<file path="config.mk">
export PLATFORM = sky130hd
export DESIGN_NAME = bc16_ext_bus
export DESIGN_NICKNAME = d
export VERILOG_FILES = /design/src/rtl/bc16_pkg.sv /design/src/rtl/bc16_phase_gen.sv /design/src/rtl/bc16_cfg_regs.sv /design/src/rtl/bc16_lane_map.sv /design/src/rtl/bc16_ext_bus.sv
export SDC_FILE = /design/constraint.sdc
export NUM_CORES = 1
export LEC_CHECK = 0
export ABC_AREA = 1
export BUFFER_PORTS_ARGS = -buffer_cell sky130_fd_sc_hd__clkbuf_2
export CAP_MARGIN = 20
export CORE_MARGIN = 2
export CORE_UTILIZATION = 50
export DETAILED_ROUTE_END_ITERATION = 12
export PLACE_DENSITY = 0.86
export SYNTH_ARGS = -nofsm -noshare
export SYNTH_HDL_FRONTEND = slang
export SYNTH_SLANG_ARGS = --single-unit
</file>
<file path="constraint.sdc">
create_clock -name clk -period 4.1 [get_ports clk]
set_clock_uncertainty 0.05 [all_clocks]
set_input_delay 0.205 -clock clk [delete_from_list [all_inputs] [get_ports clk]]
set_output_delay 0.205 -clock clk [all_outputs]
set_load 0.05 [all_outputs]
</file>
<file path="src/rtl/bc16_pkg.sv">
package bc16_pkg;

    localparam int BC_WAIT_W = 4;
    localparam int BC_SLOT_W = 2;
    localparam int BC_CFG_W  = BC_WAIT_W + 2 * BC_SLOT_W;

    typedef enum logic [1:0] {
        SZ_BYTE = 2'b00,
        SZ_HALF = 2'b01,
        SZ_WORD = 2'b10,
        SZ_WRD2 = 2'b11
    } bc_size_e;

    typedef enum logic [1:0] {
        ST_IDLE,
        ST_SYNC,
        ST_ACTIVE,
        ST_DONE
    } bc_state_e;

    typedef struct packed {
        logic [BC_WAIT_W-1:0] wait_n;
        logic [BC_SLOT_W-1:0] end_gap;
        logic [BC_SLOT_W-1:0] start_slot;
    } bc_timing_t;

endpackage

</file>
<file path="src/rtl/bc16_phase_gen.sv">
module bc16_phase_gen
    import bc16_pkg::*;
(
    input  logic                 clk,
    input  logic                 rst_n,
    input  logic [1:0]           ratio_sel,
    output logic [BC_SLOT_W-1:0] phase,
    output logic [BC_SLOT_W-1:0] phase_next,
    output logic [BC_SLOT_W-1:0] ratio_m1,
    output logic [1:0]           ratio_sh,
    output logic                 sys_edge
);

    always_comb begin
        unique case (ratio_sel)
            2'b00:   begin ratio_m1 = BC_SLOT_W'(0); ratio_sh = 2'd0; end
            2'b01:   begin ratio_m1 = BC_SLOT_W'(1); ratio_sh = 2'd1; end
            default: begin ratio_m1 = BC_SLOT_W'(3); ratio_sh = 2'd2; end
        endcase
    end

    assign phase_next = (phase >= ratio_m1) ? '0 : phase + 1'b1;
    assign sys_edge   = (phase == '0);

    always_ff @(posedge clk or negedge rst_n) begin
        if (!rst_n) phase <= '0;
        else        phase <= phase_next;
    end

endmodule

</file>
<file path="src/rtl/bc16_cfg_regs.sv">
module bc16_cfg_regs
    import bc16_pkg::*;
#(
    parameter int NBLK  = 4,
    localparam int IDX_W = (NBLK > 1) ? $clog2(NBLK) : 1
) (
    input  logic                clk,
    input  logic                rst_n,
    input  logic                cfg_wr,
    input  logic [IDX_W-1:0]    cfg_idx,
    input  logic [BC_CFG_W-1:0] cfg_wdata,
    input  logic [IDX_W-1:0]    rd_idx,
    output bc_timing_t          rd_cfg
);

    bc_timing_t bank [NBLK];

    for (genvar b = 0; b < NBLK; b++) begin : g_blk
        always_ff @(posedge clk or negedge rst_n) begin
            if (!rst_n)
                bank[b] <= '0;
            else if (cfg_wr && (cfg_idx == IDX_W'(b)))
                bank[b] <= bc_timing_t'(cfg_wdata);
        end
    end

    assign rd_cfg = bank[rd_idx];

endmodule

</file>
<file path="src/rtl/bc16_lane_map.sv">
module bc16_lane_map
    import bc16_pkg::*;
#(
    parameter int AW = 24
) (
    input  bc_size_e        size,
    input  logic [AW-1:0]   addr,
    input  logic            upper_half,
    input  logic [31:0]     wdata,
    input  logic            is_write,
    input  logic            active,
    input  logic            strobe_on,
    output logic [AW-1:0]   ext_addr,
    output logic [15:0]     ext_dout,
    output logic            ext_doe,
    output logic [1:0]      ext_we_n
);

    logic [1:0] lane_en;

    always_comb begin
        unique case (size)
            SZ_BYTE: begin
                ext_addr = addr;
                ext_dout = {wdata[7:0], wdata[7:0]};
                lane_en  = addr[0] ? 2'b10 : 2'b01;
            end
            SZ_HALF: begin
                ext_addr = {addr[AW-1:1], 1'b0};
                ext_dout = wdata[15:0];
                lane_en  = 2'b11;
            end
            default: begin
                ext_addr = {addr[AW-1:2], upper_half, 1'b0};
                ext_dout = upper_half ? wdata[31:16] : wdata[15:0];
                lane_en  = 2'b11;
            end
        endcase
    end

    assign ext_doe  = active && is_write;
    assign ext_we_n = ~((strobe_on && is_write) ? lane_en : 2'b00);

endmodule

</file>
<file path="src/rtl/bc16_ext_bus.sv">
module bc16_ext_bus
    import bc16_pkg::*;
#(
    parameter int AW   = 24,
    parameter int NBLK = 4,
    localparam int BLK_W = (NBLK > 1) ? $clog2(NBLK) : 1,
    localparam int CNT_W = BC_WAIT_W + 3
) (
    input  logic                clk,
    input  logic                rst_n,
    input  logic [1:0]          ratio_sel,
    input  logic                cfg_wr,
    input  logic [BLK_W-1:0]    cfg_idx,
    input  logic [BC_CFG_W-1:0] cfg_wdata,
    input  logic                req_valid,
    output logic                req_ready,
    input  logic                req_write,
    input  logic [1:0]          req_size,
    input  logic [AW-1:0]       req_addr,
    input  logic [31:0]         req_wdata,
    output logic                rsp_done,
    output logic [31:0]         rsp_rdata,
    output logic                sys_edge,
    output logic [AW-1:0]       ext_addr,
    output logic [15:0]         ext_dout,
    output logic                ext_doe,
    input  logic [15:0]         ext_din,
    output logic [NBLK-1:0]     ext_cs_n,
    output logic                ext_re_n,
    output logic [1:0]          ext_we_n
);

    bc_state_e            state, state_nx;
    logic [BC_SLOT_W-1:0] phase, phase_next, ratio_m1;
    logic [1:0]           ratio_sh;
    bc_timing_t           sel_cfg, cur_cfg;

    logic                 lat_wr;
    bc_size_e             lat_size;
    logic [AW-1:0]        lat_addr;
    logic [31:0]          lat_wdata;
    logic                 upper_half;
    logic [CNT_W-1:0]     cnt;
    logic [15:0]          rd_lo, rd_hi;

    logic [BC_SLOT_W-1:0] start_eff, gap_eff;
    logic [CNT_W-1:0]     len_m1, strobe_last;
    logic                 is_word, cyc_last, launch, active, strobe_on;
    logic [BLK_W-1:0]     lat_blk;

    bc16_phase_gen u_phase (
        .clk        (clk),
        .rst_n      (rst_n),
        .ratio_sel  (ratio_sel),
        .phase      (phase),
        .phase_next (phase_next),
        .ratio_m1   (ratio_m1),
        .ratio_sh   (ratio_sh),
        .sys_edge   (sys_edge)
    );

    bc16_cfg_regs #(.NBLK(NBLK)) u_cfg (
        .clk        (clk),
        .rst_n      (rst_n),
        .cfg_wr     (cfg_wr),
        .cfg_idx    (cfg_idx),
        .cfg_wdata  (cfg_wdata),
        .rd_idx     (req_addr[AW-1 -: BLK_W]),
        .rd_cfg     (sel_cfg)
    );

    // Timing derived from the latched block register and the live ratio
    assign start_eff   = (cur_cfg.start_slot > ratio_m1) ? ratio_m1 : cur_cfg.start_slot;
    assign gap_eff     = (cur_cfg.end_gap > ratio_m1) ? ratio_m1 : cur_cfg.end_gap;
    assign len_m1      = ((CNT_W'(cur_cfg.wait_n) + CNT_W'(1)) << ratio_sh) - CNT_W'(1);
    assign strobe_last = len_m1 - CNT_W'(gap_eff);
    assign is_word     = (lat_size == SZ_WORD) || (lat_size == SZ_WRD2);
    assign cyc_last    = (cnt == len_m1);
    assign launch      = (phase_next == start_eff);
    assign lat_blk     = lat_addr[AW-1 -: BLK_W];

    // Next-state logic
    always_comb begin
        state_nx = state;
        unique case (state)
            ST_IDLE:   if (req_valid) state_nx = ST_SYNC;
            ST_SYNC:   if (launch)    state_nx = ST_ACTIVE;
            ST_ACTIVE: if (cyc_last)  state_nx = (is_word && !upper_half) ? ST_SYNC : ST_DONE;
            ST_DONE:   state_nx = ST_IDLE;
        endcase
    end

    // State register
    always_ff @(posedge clk or negedge rst_n) begin
        if (!rst_n) state <= ST_IDLE;
        else        state <= state_nx;
    end

    // Request latch, cycle counter and read capture
    always_ff @(posedge clk or negedge rst_n) begin
        if (!rst_n) begin
            lat_wr     <= 1'b0;
            lat_size   <= SZ_BYTE;
            lat_addr   <= '0;
            lat_wdata  <= '0;
            cur_cfg    <= '0;
            upper_half <= 1'b0;
            cnt        <= '0;
            rd_lo      <= '0;
            rd_hi      <= '0;
        end else begin
            if (state == ST_IDLE && req_valid) begin
                lat_wr     <= req_write;
                lat_size   <= bc_size_e'(req_size);
                lat_addr   <= req_addr;
                lat_wdata  <= req_wdata;
                cur_cfg    <= sel_cfg;
                upper_half <= 1'b0;
            end
            if (state == ST_SYNC) cnt <= '0;
            if (state == ST_ACTIVE) begin
                cnt <= cnt + 1'b1;
                if (cnt == strobe_last && !lat_wr) begin
                    if (upper_half) rd_hi <= ext_din;
                    else            rd_lo <= ext_din;
                end
                if (cyc_last && is_word) upper_half <= 1'b1;
            end
        end
    end

    // Outputs
    assign active    = (state == ST_ACTIVE);
    assign strobe_on = active && (cnt <= strobe_last);

    always_comb begin
        req_ready = (state == ST_IDLE);
        rsp_done  = (state == ST_DONE);
        ext_cs_n  = '1;
        if (active) ext_cs_n[lat_blk] = 1'b0;
        ext_re_n  = !(strobe_on && !lat_wr);
        unique case (lat_size)
            SZ_BYTE: rsp_rdata = {24'h0, lat_addr[0] ? rd_lo[15:8] : rd_lo[7:0]};
            SZ_HALF: rsp_rdata = {16'h0, rd_lo};
            default: rsp_rdata = {rd_hi, rd_lo};
        endcase
    end

    bc16_lane_map #(.AW(AW)) u_lane (
        .size       (lat_size),
        .addr       (lat_addr),
        .upper_half (upper_half),
        .wdata      (lat_wdata),
        .is_write   (lat_wr),
        .active     (active),
        .strobe_on  (strobe_on),
        .ext_addr   (ext_addr),
        .ext_dout   (ext_dout),
        .ext_doe    (ext_doe),
        .ext_we_n   (ext_we_n)
    );

endmodule

</file>
Word level (Yosys, flattened, before mapping) --
Cells that the tools add are included.
Storage, ports and cells: bits in latches 0, register bits after elaboration 143, word-level logic and storage cells 113, memory bits (read-only) 0, input bits 91, memory bits (writable) 0, output and inout port bits 83, memories kept 0
Operators by class: order comparisons 7, reductions and logical operators 26, eq/ne operators 16, multipliers 0, mux-type cells 29, div/mod/pow operators 0, $add $sub $neg 5, bitwise operators 4, shifts and indexed selects 1
Operators by type and width (count):
- case mux 32 bit (2 select lines) | 1
- case mux 16 bit (2 select lines) | 1
- 2-to-1 mux 8 bit | 3
- 2-to-1 mux 2 bit | 10
- binary-select mux 8 bit (select 2 bit) | 1
- 2-to-1 mux 16 bit | 1
- equality test 7 bit | 2
- 2-to-1 mux 7 bit | 2
- logical AND 1 bit | 13
- equality test 2 bit (second input constant) | 6
- case mux 2 bit (2 select lines) | 3
- logical NOT 2 bit | 5
- AND reduction 3 bit | 3
- equality test 2 x 1 -> 1 bit (second input constant) | 4
- case mux 2 bit (4 select lines) | 1
- adder 7 x 1 -> 7 bit (second input constant) | 1
- less-or-equal comparator 7 bit | 1
- << shifter 5 x 2 -> 7 bit | 1
- subtractor 7 x 1 -> 7 bit (second input constant) | 1
- subtractor 7 x 2 -> 7 bit | 1
- inequality test 2 bit (second input constant) | 3
- adder 4 x 1 -> 5 bit (second input constant) | 1
- greater-than comparator 2 bit | 2
- 2-to-1 mux 1 bit | 4
- 15 further kinds | 17

Logic depth before layout (Yosys ltp) --
Gate-level depths: netlist (run 1).
depth in word-level cells 10, mapped depth 23, depth with buffers taken out 21

Hierarchy --
From an unflattened synthesis (run 1), not the netlist that was laid out.
Second synthesis, totals: cell total of the unflattened synthesis 996, area, all modules 8159.1 µm²
By module, submodules not included:
- bc16_ext_bus | seq. area each 2727.6 µm², instances 1, cells each 594, area each 5495.3 µm²
- bc16_cfg_regs | seq. area each 800.8 µm², instances 1, cells each 235, area each 1790.5 µm²
- bc16_lane_map | seq. area each 0.0 µm², instances 1, cells each 146, area each 715.7 µm²
- bc16_phase_gen | seq. area each 50.0 µm², instances 1, cells each 21, area each 157.7 µm²

Worst setup path after synthesis (run 1) --
No wires, ideal clock.
path type input-to-output, start input ratio_sel[1], end output ext_we_n[1], buffers on the path 1, data arrival time 3.237 ns, setup slack 0.608 ns, data required time 3.845 ns, cell stages on the path 20, path through buf_6 > nor2_8 > inv_2 > ha_1 > nand2_1 > o21ai_0 > nand2_1 > o21ai_0 > ha_1 > fa_1 > nand4_1 > nor2_1 > nand2_1 > xnor2_1 > ha_1 > nand2_1 > nor2_1 > nand4_1 > a21oi_1 > o21ai_0
On the way: word-level cells in the longest chain between the ends 10, elaborated cells on any way between the ends 14, those cells by class 2 x add/sub; 2 x order compare; 1 x eq/ne; 1 x shift; 4 x mux; 1 x bitwise; 3 x reduce/logical
RTL lines:
- start: declaration | line bc16_ext_bus.sv:11 | input logic [1:0] ratio_sel,
- equality test 2 x 1 -> 1 bit / logical NOT 2 bit (equally long branches) | line bc16_phase_gen.sv:15 | unique case (ratio_sel)
- case mux 2 bit (2 select lines) | line bc16_phase_gen.sv:15
- << shifter 5 x 2 -> 7 bit / greater-than comparator 2 bit (equally long branches) | line bc16_ext_bus.sv:75, bc16_ext_bus.sv:74
- subtractor 7 x 1 -> 7 bit / 2-to-1 mux 2 bit (equally long branches) | line bc16_ext_bus.sv:75, bc16_ext_bus.sv:74
- subtractor 7 x 2 -> 7 bit (*) | line bc16_ext_bus.sv:76 | assign strobe_last = len_m1 - CNT_W'(gap_eff);
- less-or-equal comparator 7 bit (*) | line bc16_ext_bus.sv:134 | assign strobe_on = active && (cnt <= strobe_last);
- logical AND 1 bit (*) | line bc16_ext_bus.sv:134
- logical AND 1 bit (*) | line bc16_lane_map.sv:42 | assign ext_we_n = ~((strobe_on && is_write) ? lane_en : 2'b00);
- 2-to-1 mux 2 bit (*) | line bc16_lane_map.sv:42
- inverter 2 bit (*) | line bc16_lane_map.sv:42
- end: declaration | line bc16_ext_bus.sv:30 | output logic [1:0] ext_we_n
Mark *: on every way between the ends. The rest lies on a longest branch, timed or not.

Worst setup path after layout (run 1) --
start register cur_cfg[4] in the netlist's numbering, end output ext_we_n[1]
On the way: word-level cells in the longest chain between the ends 9
RTL lines:
- start: declaration | line bc16_ext_bus.sv:36 | bc_timing_t sel_cfg, cur_cfg;
- start signal: assignment | line bc16_ext_bus.sv:117 | cur_cfg <= sel_cfg;
- adder 4 x 1 -> 5 bit | line bc16_ext_bus.sv:75 | assign len_m1 = ((CNT_W'(cur_cfg.wait_n) + CNT_W'(1)) << ratio_sh) - CNT_W'(1);
- << shifter 5 x 2 -> 7 bit | line bc16_ext_bus.sv:75
- subtractor 7 x 1 -> 7 bit | line bc16_ext_bus.sv:75
- subtractor 7 x 2 -> 7 bit | line bc16_ext_bus.sv:76
- less-or-equal comparator 7 bit | line bc16_ext_bus.sv:134
- logical AND 1 bit | line bc16_ext_bus.sv:134
- logical AND 1 bit | line bc16_lane_map.sv:42
- 2-to-1 mux 2 bit | line bc16_lane_map.sv:42
- inverter 2 bit | line bc16_lane_map.sv:42
Every way passes these cells.

==> results of run 1 <==
==> timing repair <==
item / 4_1_cts / 5_1_grt
hold buffers: 70 / 0
setup buffers: 0 / 1
resized for setup: 2 / 16
pin swaps: 0 / 2
hold endpoints to repair: 178 / 0
setup endpoints to repair: 2 / 3
cloned: 0 / 0
==> cell usage in the layout (no fill, tap or decap), drive strengths merged, types with 2 or more instances in the layout <==
cell type / instances
o22ai: 10
nand2: 363
inv: 108
or3: 2
xnor2: 2
o21a: 2
ha: 25
nand4: 8
dlygate4sd3: 70
nand3: 50
mux2: 8
clkbuf: 187
o21ai: 105
xor2: 5
buf: 13
a21oi: 13
nor2: 48
clkinvlp: 5
dfrtp: 143
nor3: 6
==> per-layer routing <==
layer  GRT usage  share of wire
met1       0.310           0.41
met2       0.446           0.51
met3      0.0578          0.056
met4       0.104          0.029
met5           0              0
==> sequential cells by signal (all words and copies together), names as in the netlist, 7 cells and up <==
register    cells
cnt             7
cur_cfg         8
lat_addr       24
lat_wdata      32
rd_hi          16
rd_lo          16
u_cfg.bank     32
==> how the worst max path moves through the flow <==
| stage | startpoint | to | slack (ps) | cells past startpoint |
|---|---|---|---|---|
| 6_report | cur_cfg[4]$_DFFE_PN0P_ | ext_we_n[1] | 190 | 17 |
| 5_1_grt | cur_cfg[3]$_DFFE_PN0P_ | ext_we_n[1] | -30 | 19 |
| 4_1_cts | cur_cfg[4]$_DFFE_PN0P_ | ext_we_n[1] | 30 | 17 |
| 3_5_place_dp | ratio_sel[1] | rd_lo[1]$_DFFE_PN0P_ | 260 | 22 |
| 3_3_place_gp | ratio_sel[1] | rd_hi[13]$_DFFE_PN0P_ | 430 | 22 |
| 2_1_floorplan | ratio_sel[1] | ext_we_n[1] | 610 | 20 |
==> area by class of cell <==
| type | instances | share of cell area |
|---|---|---|
| Clock buffer | 18 | 0.0445 |
| Clock inverter | 14 | 0.0126 |
| Inverter | 100 | 0.0389 |
| Multi-Input combinational cell | 654 | 0.337 |
| Sequential cell | 143 | 0.371 |
| Tap cell | 184 | 0.0239 |
| Timing Repair Buffer | 252 | 0.173 |
==> tightest hold or removal path, delay by kind of cell <==
family          cells  cell delay, ps
compound gates      1              80
buf+inv             2             160
==> cell families (layout without fill, tap and decap cells) <==
logic type                 Yosys count  after routing  share of synthesized area
xor gates and xnor gates             7              7                    0.00821
buffers and inverters              159            384                     0.0919
AOI/OAI and AO/OA                  134            134                     0.0944
muxes                                8              8                     0.0121
and+or+nand+nor                    479            479                      0.270
adders and majority gates           26             26                     0.0445
DFF                                143            143                      0.479
==> stage by stage <==
stage / hold slack (ps) / worst slack (ps)
after global routing: 21.9 / -30.3
after CTS: 4.47 / 27.4
after global placement: 314 / 432
after floorplan: -141 / 608
final: 23.1 / 187
after detailed placement: 325 / 264
==> power by group through the flow <==
stage	registers (mW)	clock network (mW)	logic [mW]
2_1_floorplan	2.06	0	2.59
4_1_cts	2.14	1.46	3.23
3_5_place_dp	2.16	0	3.16
3_3_place_gp	2.14	0	3.08
5_1_grt	2.20	1.52	3.63
6_report	2.16	1.44	3.30
==> impl_metrics.env, run 1 <==
export IMPL_end_kind="primary output"
export IMPL_synthFlopType="dfrtp_1"
export IMPL_worstRegToRegCells=19
export IMPL_rsz0062_at_grt="yes"
export IMPL_drc=0
export IMPL_grt_pass1_vias=7002
export IMPL_ys_warn_count=0
export IMPL_ys_seq_area_frac=0.479
export IMPL_finalHoldViolCount=0
export IMPL_power_frac_seq=0.313
export IMPL_layoutNonFillerInstCount=1365
export IMPL_insertion_delay_ps=420
export IMPL_die_h_um=126
export IMPL_syn_avg_cell_area_um2=7.82
export IMPL_viasPerCell=5.14
export IMPL_yosysUniqueCellTypes=38
export IMPL_p_clk_frac=0.209
export IMPL_clk_path_buf_depth=2
export IMPL_antennaDiodeCount=0
export IMPL_worstReg2RegStart="cur_cfg[4]$_DFFE_PN0P_"
export IMPL_holdPathStages=3
export IMPL_cp_common_cell="nand2_1"
export IMPL_grt_max_degree=103
export IMPL_maxSlewViolCount=0
export IMPL_post_route_period_util=0.954
export IMPL_cp_arrival_ps=3660
export IMPL_worstPathCellList="ha_1 > nand2_1 > nand2_1 > inv_1 > ha_4 > fa_1 > nand4_1 > nor2_1 > nand2_1 > xnor2_1 > ha_1 > nand2_1 > nor2_1 > nand4_1 > a21oi_2 > o21ai_0 > buf_4"
export IMPL_yosysTopAreaCellShare=0.479
export IMPL_multi_input_area_um2=3250
export IMPL_p_int_mw=3.55
export IMPL_final_util=0.661
export IMPL_outcome="finished, final reports clean"
export IMPL_total_power_mw=6.90
export IMPL_layout_drive_gt1_share=0.224
export IMPL_post_dp_cell_area_um2=8320
export IMPL_clk_pin_slew_ps=60
export IMPL_min_to="rd_lo[3]$_DFFE_PN0P_"
export IMPL_die_x_um=126
export IMPL_gr_usage_all_layers=0.257
export IMPL_cts_tree="yes"
export IMPL_synthMostInstantiatedCell="nand2_1"
export IMPL_drt_wl_total_um=19800
export IMPL_vdd_drop_max_mv=0.433
export IMPL_start_util=0.512
export IMPL_crit_family="adder cells"
export IMPL_hold_path_startpoint="ext_din[3]"
export IMPL_ant_nets=0
export IMPL_die_area_um2=15900
export IMPL_crit_type="register to primary output"
export IMPL_clkSinkCount=143
export IMPL_nNetsFinal=1285
export IMPL_io_pin_count=174
export IMPL_synthTopCellsByCount="345 x nand2_1, 143 x dfrtp_1, 103 x o21ai_0, 93 x inv_1, 48 x nand3_1"
export IMPL_netlist_instances=956
export IMPL_syn_area_um2=7470
export IMPL_finalSetupViolCount=0
export IMPL_p_comb_frac=0.478
export IMPL_row_count=44
export IMPL_critPathSlowestCell="fa_1"
export IMPL_dpl_cell_count=1261
export IMPL_vias=7017
export IMPL_final_cell_area_um2=9650
export IMPL_fillers=1123
export IMPL_required_ps=3850
export IMPL_first_pass_iters=5
export IMPL_synth_top_area_cell="dfrtp_1"
export IMPL_cts_buffers=17
export IMPL_reg2reg_slack_ps=260
export IMPL_cts_max_level=4
export IMPL_period_needed_ps=3910
export IMPL_startpoint_type="register"
export IMPL_max_cap_violations=0
export IMPL_ys_ff_latch=143
export IMPL_initialDrtViolationCount=526
export IMPL_fmax_ghz=0.256
export IMPL_regToRegEndpoint="rd_hi[10]$_DFFE_PN0P_"
export IMPL_tightest_slew_ps=930
export IMPL_async_flop_share=1.00
export IMPL_grt_pass1_wl_um=32900
export IMPL_synth_edf_count=0
export IMPL_p_per_area_nw_per_um2=715
export IMPL_wl_per_cell_um=14.5
export IMPL_yosys_top_cells_area="dfrtp_1 48%, nand2_1 17%, o21ai_0 6.9%"
export IMPL_p_sw_mw=3.34
export IMPL_place_congestion=0.900
export IMPL_swShare=0.485
export IMPL_regArea_um2=3580
export IMPL_hpwl_um=12700
export IMPL_critPathMaxFanout=5
export IMPL_syn_nets=1073
export IMPL_cp_num_buf_inv=2
export IMPL_hold_path_class="primary input to register"
export IMPL_root_buffer="clkbuf_16"
export IMPL_overflow=0
export IMPL_area_growth_pct=29.1
export IMPL_place_port_buffers=173
export IMPL_coreArea_um2=14600
export IMPL_critPathMaxStageDelay_ps=450
export IMPL_antenna_found_initial=0
export IMPL_cellLeakagePower_nw=5.21
export IMPL_fin_tns_setup_ps=0
export IMPL_relSlewSlack=0.380
(Power assumes the default switching activity.)
==> run 2: changes to the inputs <==
--- a/config.mk
+++ b/config.mk
@@ -8,7 +8,6 @@
 export ABC_AREA = 1
 export BUFFER_PORTS_ARGS = -buffer_cell sky130_fd_sc_hd__clkbuf_2
 export CAP_MARGIN = 20
-export CORE_MARGIN = 2
 export CORE_UTILIZATION = 50
 export DETAILED_ROUTE_END_ITERATION = 12
 export PLACE_DENSITY = 0.86
==> constraint.sdc (replaced) <==
create_clock -name clk -period 4.8 [get_ports clk]
set_clock_uncertainty 0.05 [all_clocks]
set_input_delay 0.48 -clock clk [delete_from_list [all_inputs] [get_ports clk]]
set_output_delay 0.48 -clock clk [all_outputs]
set_load 0.05 [all_outputs]
==> run 2 against run 1 <==
Sequential cell count unchanged. Critical endpoint is now ext_we_n[0]. Highest routed layer unchanged. Critical path type is now primary input to primary output. Register-to-register slack better by 550 ps. Sequential power down 14%. Final cell count down 5.5%.
==> impl_metrics.env, run 2 (same netlist as run 1, synthesis figures left out) <==
export IMPL_ant_nets=0
export IMPL_root_buffer="clkbuf_16"
export IMPL_worstReg2RegStart="cur_cfg[3]$_DFFE_PN0P_"
export IMPL_critPathSlowestCell="fa_1"
export IMPL_insertion_delay_ps=420
export IMPL_clkSinkCount=143
export IMPL_grt_max_degree=106
export IMPL_hold_path_class="primary input to asynchronous set/reset pin"
export IMPL_cts_tree="yes"
export IMPL_place_congestion=0.893
export IMPL_cp_num_buf_inv=3
export IMPL_row_count=44
export IMPL_pre_cts_ws_ps=376
export IMPL_dr_max_layer_used="met4"
export IMPL_postCtsSetupRepairBufs=0
export IMPL_critPathMaxFanout=9
export IMPL_post_route_period_util=0.922
export IMPL_io_pin_count=174
export IMPL_nNetsFinal=1210
export IMPL_crit_type="primary input to primary output"
export IMPL_wl_per_cell_um=13.7
export IMPL_crit_path_start="ratio_sel[1]"
export IMPL_crit_family="adder cells"
export IMPL_clk_path_buf_depth=2
export IMPL_tightest_slew_ps=1090
export IMPL_antennaDiodeCount=0
export IMPL_finalSetupViolCount=0
export IMPL_antenna_found_initial=0
export IMPL_p_per_area_nw_per_um2=659
export IMPL_wl_met1_um=7850
export IMPL_mostFrequentLayoutCells="344 x nand2_1, 172 x clkbuf_2, 143 x dfrtp_1, 103 x o21ai_0, 93 x inv_1"
export IMPL_cellLeakagePower_nw=4.93
export IMPL_die_h_um=124
export IMPL_vdd_drop_max_mv=0.421
export IMPL_required_ps=4270
export IMPL_cts_buffers=17
export IMPL_worstPathCellList="clkbuf_2 > nor2_8 > inv_2 > ha_1 > nand2_1 > o21ai_0 > nand2_1 > o21ai_0 > ha_1 > fa_1 > xor2_1 > ha_1 > nand2_1 > nor2_1 > a211oi_1 > o221ai_1 > a21oi_1 > nand2_1 > clkbuf_2"
export IMPL_clk_pin_slew_ps=50
export IMPL_route_met2_wl_um=8640
export IMPL_area_growth_pct=19.3
export IMPL_overflow=0
export IMPL_gr_usage_all_layers=0.240
export IMPL_die_area_um2=15400
export IMPL_grt_pass1_vias=6496
export IMPL_startpoint_type="primary input"
export IMPL_hpwl_um=12300
export IMPL_finalHoldViolCount=0
export IMPL_rsz0062_at_grt="no"
export IMPL_top_regs="lat_wdata (32), u_cfg.bank (32), lat_addr (24)"
export IMPL_maxSlewViolCount=0
export IMPL_drt_wl_total_um=17700
export IMPL_relSlewSlack=0.273
export IMPL_die_x_um=124
export IMPL_cts_hold_buffers=0
export IMPL_fmax_ghz=0.226
export IMPL_cts_resized=0
export IMPL_initialDrtViolationCount=432
export IMPL_cp_common_cell="nand2_1"
export IMPL_period_needed_ps=4420
export IMPL_layout_drive_gt1_share=0.228
export IMPL_final_common_cell="nand2_1"
export IMPL_final_util=0.613
export IMPL_fillers=1309
export IMPL_grt_pass1_wl_um=30200
export IMPL_place_port_buffers=173
export IMPL_viasPerCell=5.12
export IMPL_critPathMaxStageDelay_ps=410
export IMPL_drc=0
export IMPL_first_pass_iters=5
export IMPL_vias=6610
export IMPL_start_util=0.514
export IMPL_finalWorstSetupSlack_ps=376
export IMPL_cts_max_level=4
export IMPL_met3WireLength_um=831
export IMPL_max_cap_violations=0
export IMPL_outcome="finished, final reports clean"
export IMPL_end_kind="primary output"
export IMPL_cp_arrival_ps=3890
export IMPL_coreArea_um2=14500
export IMPL_fin_tns_setup_ps=0
-- run 2: changes by cell type in the layout (fill, tap and decap cells not counted), sizes merged --
cell,change
clkinv,+2
clkinvlp,-2
buf,-8
dlygate4sd3,-70
clkbuf,+5
bufinv,+3
inv,-5
-- run 2: metrics by stage --
step                instances  instance area (um^2)  hold slack (ps)  power, mW
floorplan                 956                  7470              134       3.97
global route             1290                  8910              203       6.27
detailed placement       1258                  8310              400       4.53
global placement         1257                  8290              393       4.44
CTS                      1290                  8910              168       5.90
finish                   1290                  8910              131       5.87
-- run 2: worst reg2reg max path: cells and delay by family, from the launching register on --
family	cells	cell delay, ps
AO/OA/AOI/OAI	3	670
XOR/XNOR	1	70
adder cells (fa/ha/maj)	4	1290
buffers and inverters	1	60
flip-flops	1	430
AND/OR/NAND/NOR	8	1320
-- run 2: worst paths after layout --
path | end | slack, ps | cells past startpoint
worst max-delay path | ext_we_n[0] | 380 | 19
worst min-delay path | u_cfg.bank[8]$_DFFE_PN0P_ | 130 | 1
worst max register to register | rd_hi[13]$_DFFE_PN0P_ | 810 | 17
worst min register to register | u_phase.phase[0]$_DFF_PN0_ | 410 | 1
max in group asynchronous | lat_addr[1]$_DFFE_PN0P_ | 3510 | 2
min in group clk | lat_addr[15]$_DFFE_PN0P_ | 200 | 3
-- run 2: area by class of cell --
type / instances / area (um^2) / area share
Clock buffer: 20 / 447 / 0.0501
Clock inverter: 12 / 158 / 0.0177
Inverter: 100 / 375 / 0.0421
Multi-Input combinational cell: 654 / 3210 / 0.360
Sequential cell: 143 / 3580 / 0.402
Tap cell: 184 / 230 / 0.0258
Timing Repair Buffer: 177 / 915 / 0.103
-- run 2: power breakdown --
part	switching, mW	internal [mW]	leakage, nW
Clock	0.511	0.836	0.288
Combinational	1.95	0.720	2.80
Sequential	0.287	1.57	1.84
Total	2.75	3.13	4.93
-- run 2: per-layer routing --
| layer | up-vias | GRT usage |
|---|---|---|
| li1 | 3270 | - |
| met1 | 3121 | 0.305 |
| met2 | 191 | 0.403 |
| met3 | 28 | 0.0427 |
| met4 | 0 | 0.0992 |
| met5 | - | 0 |
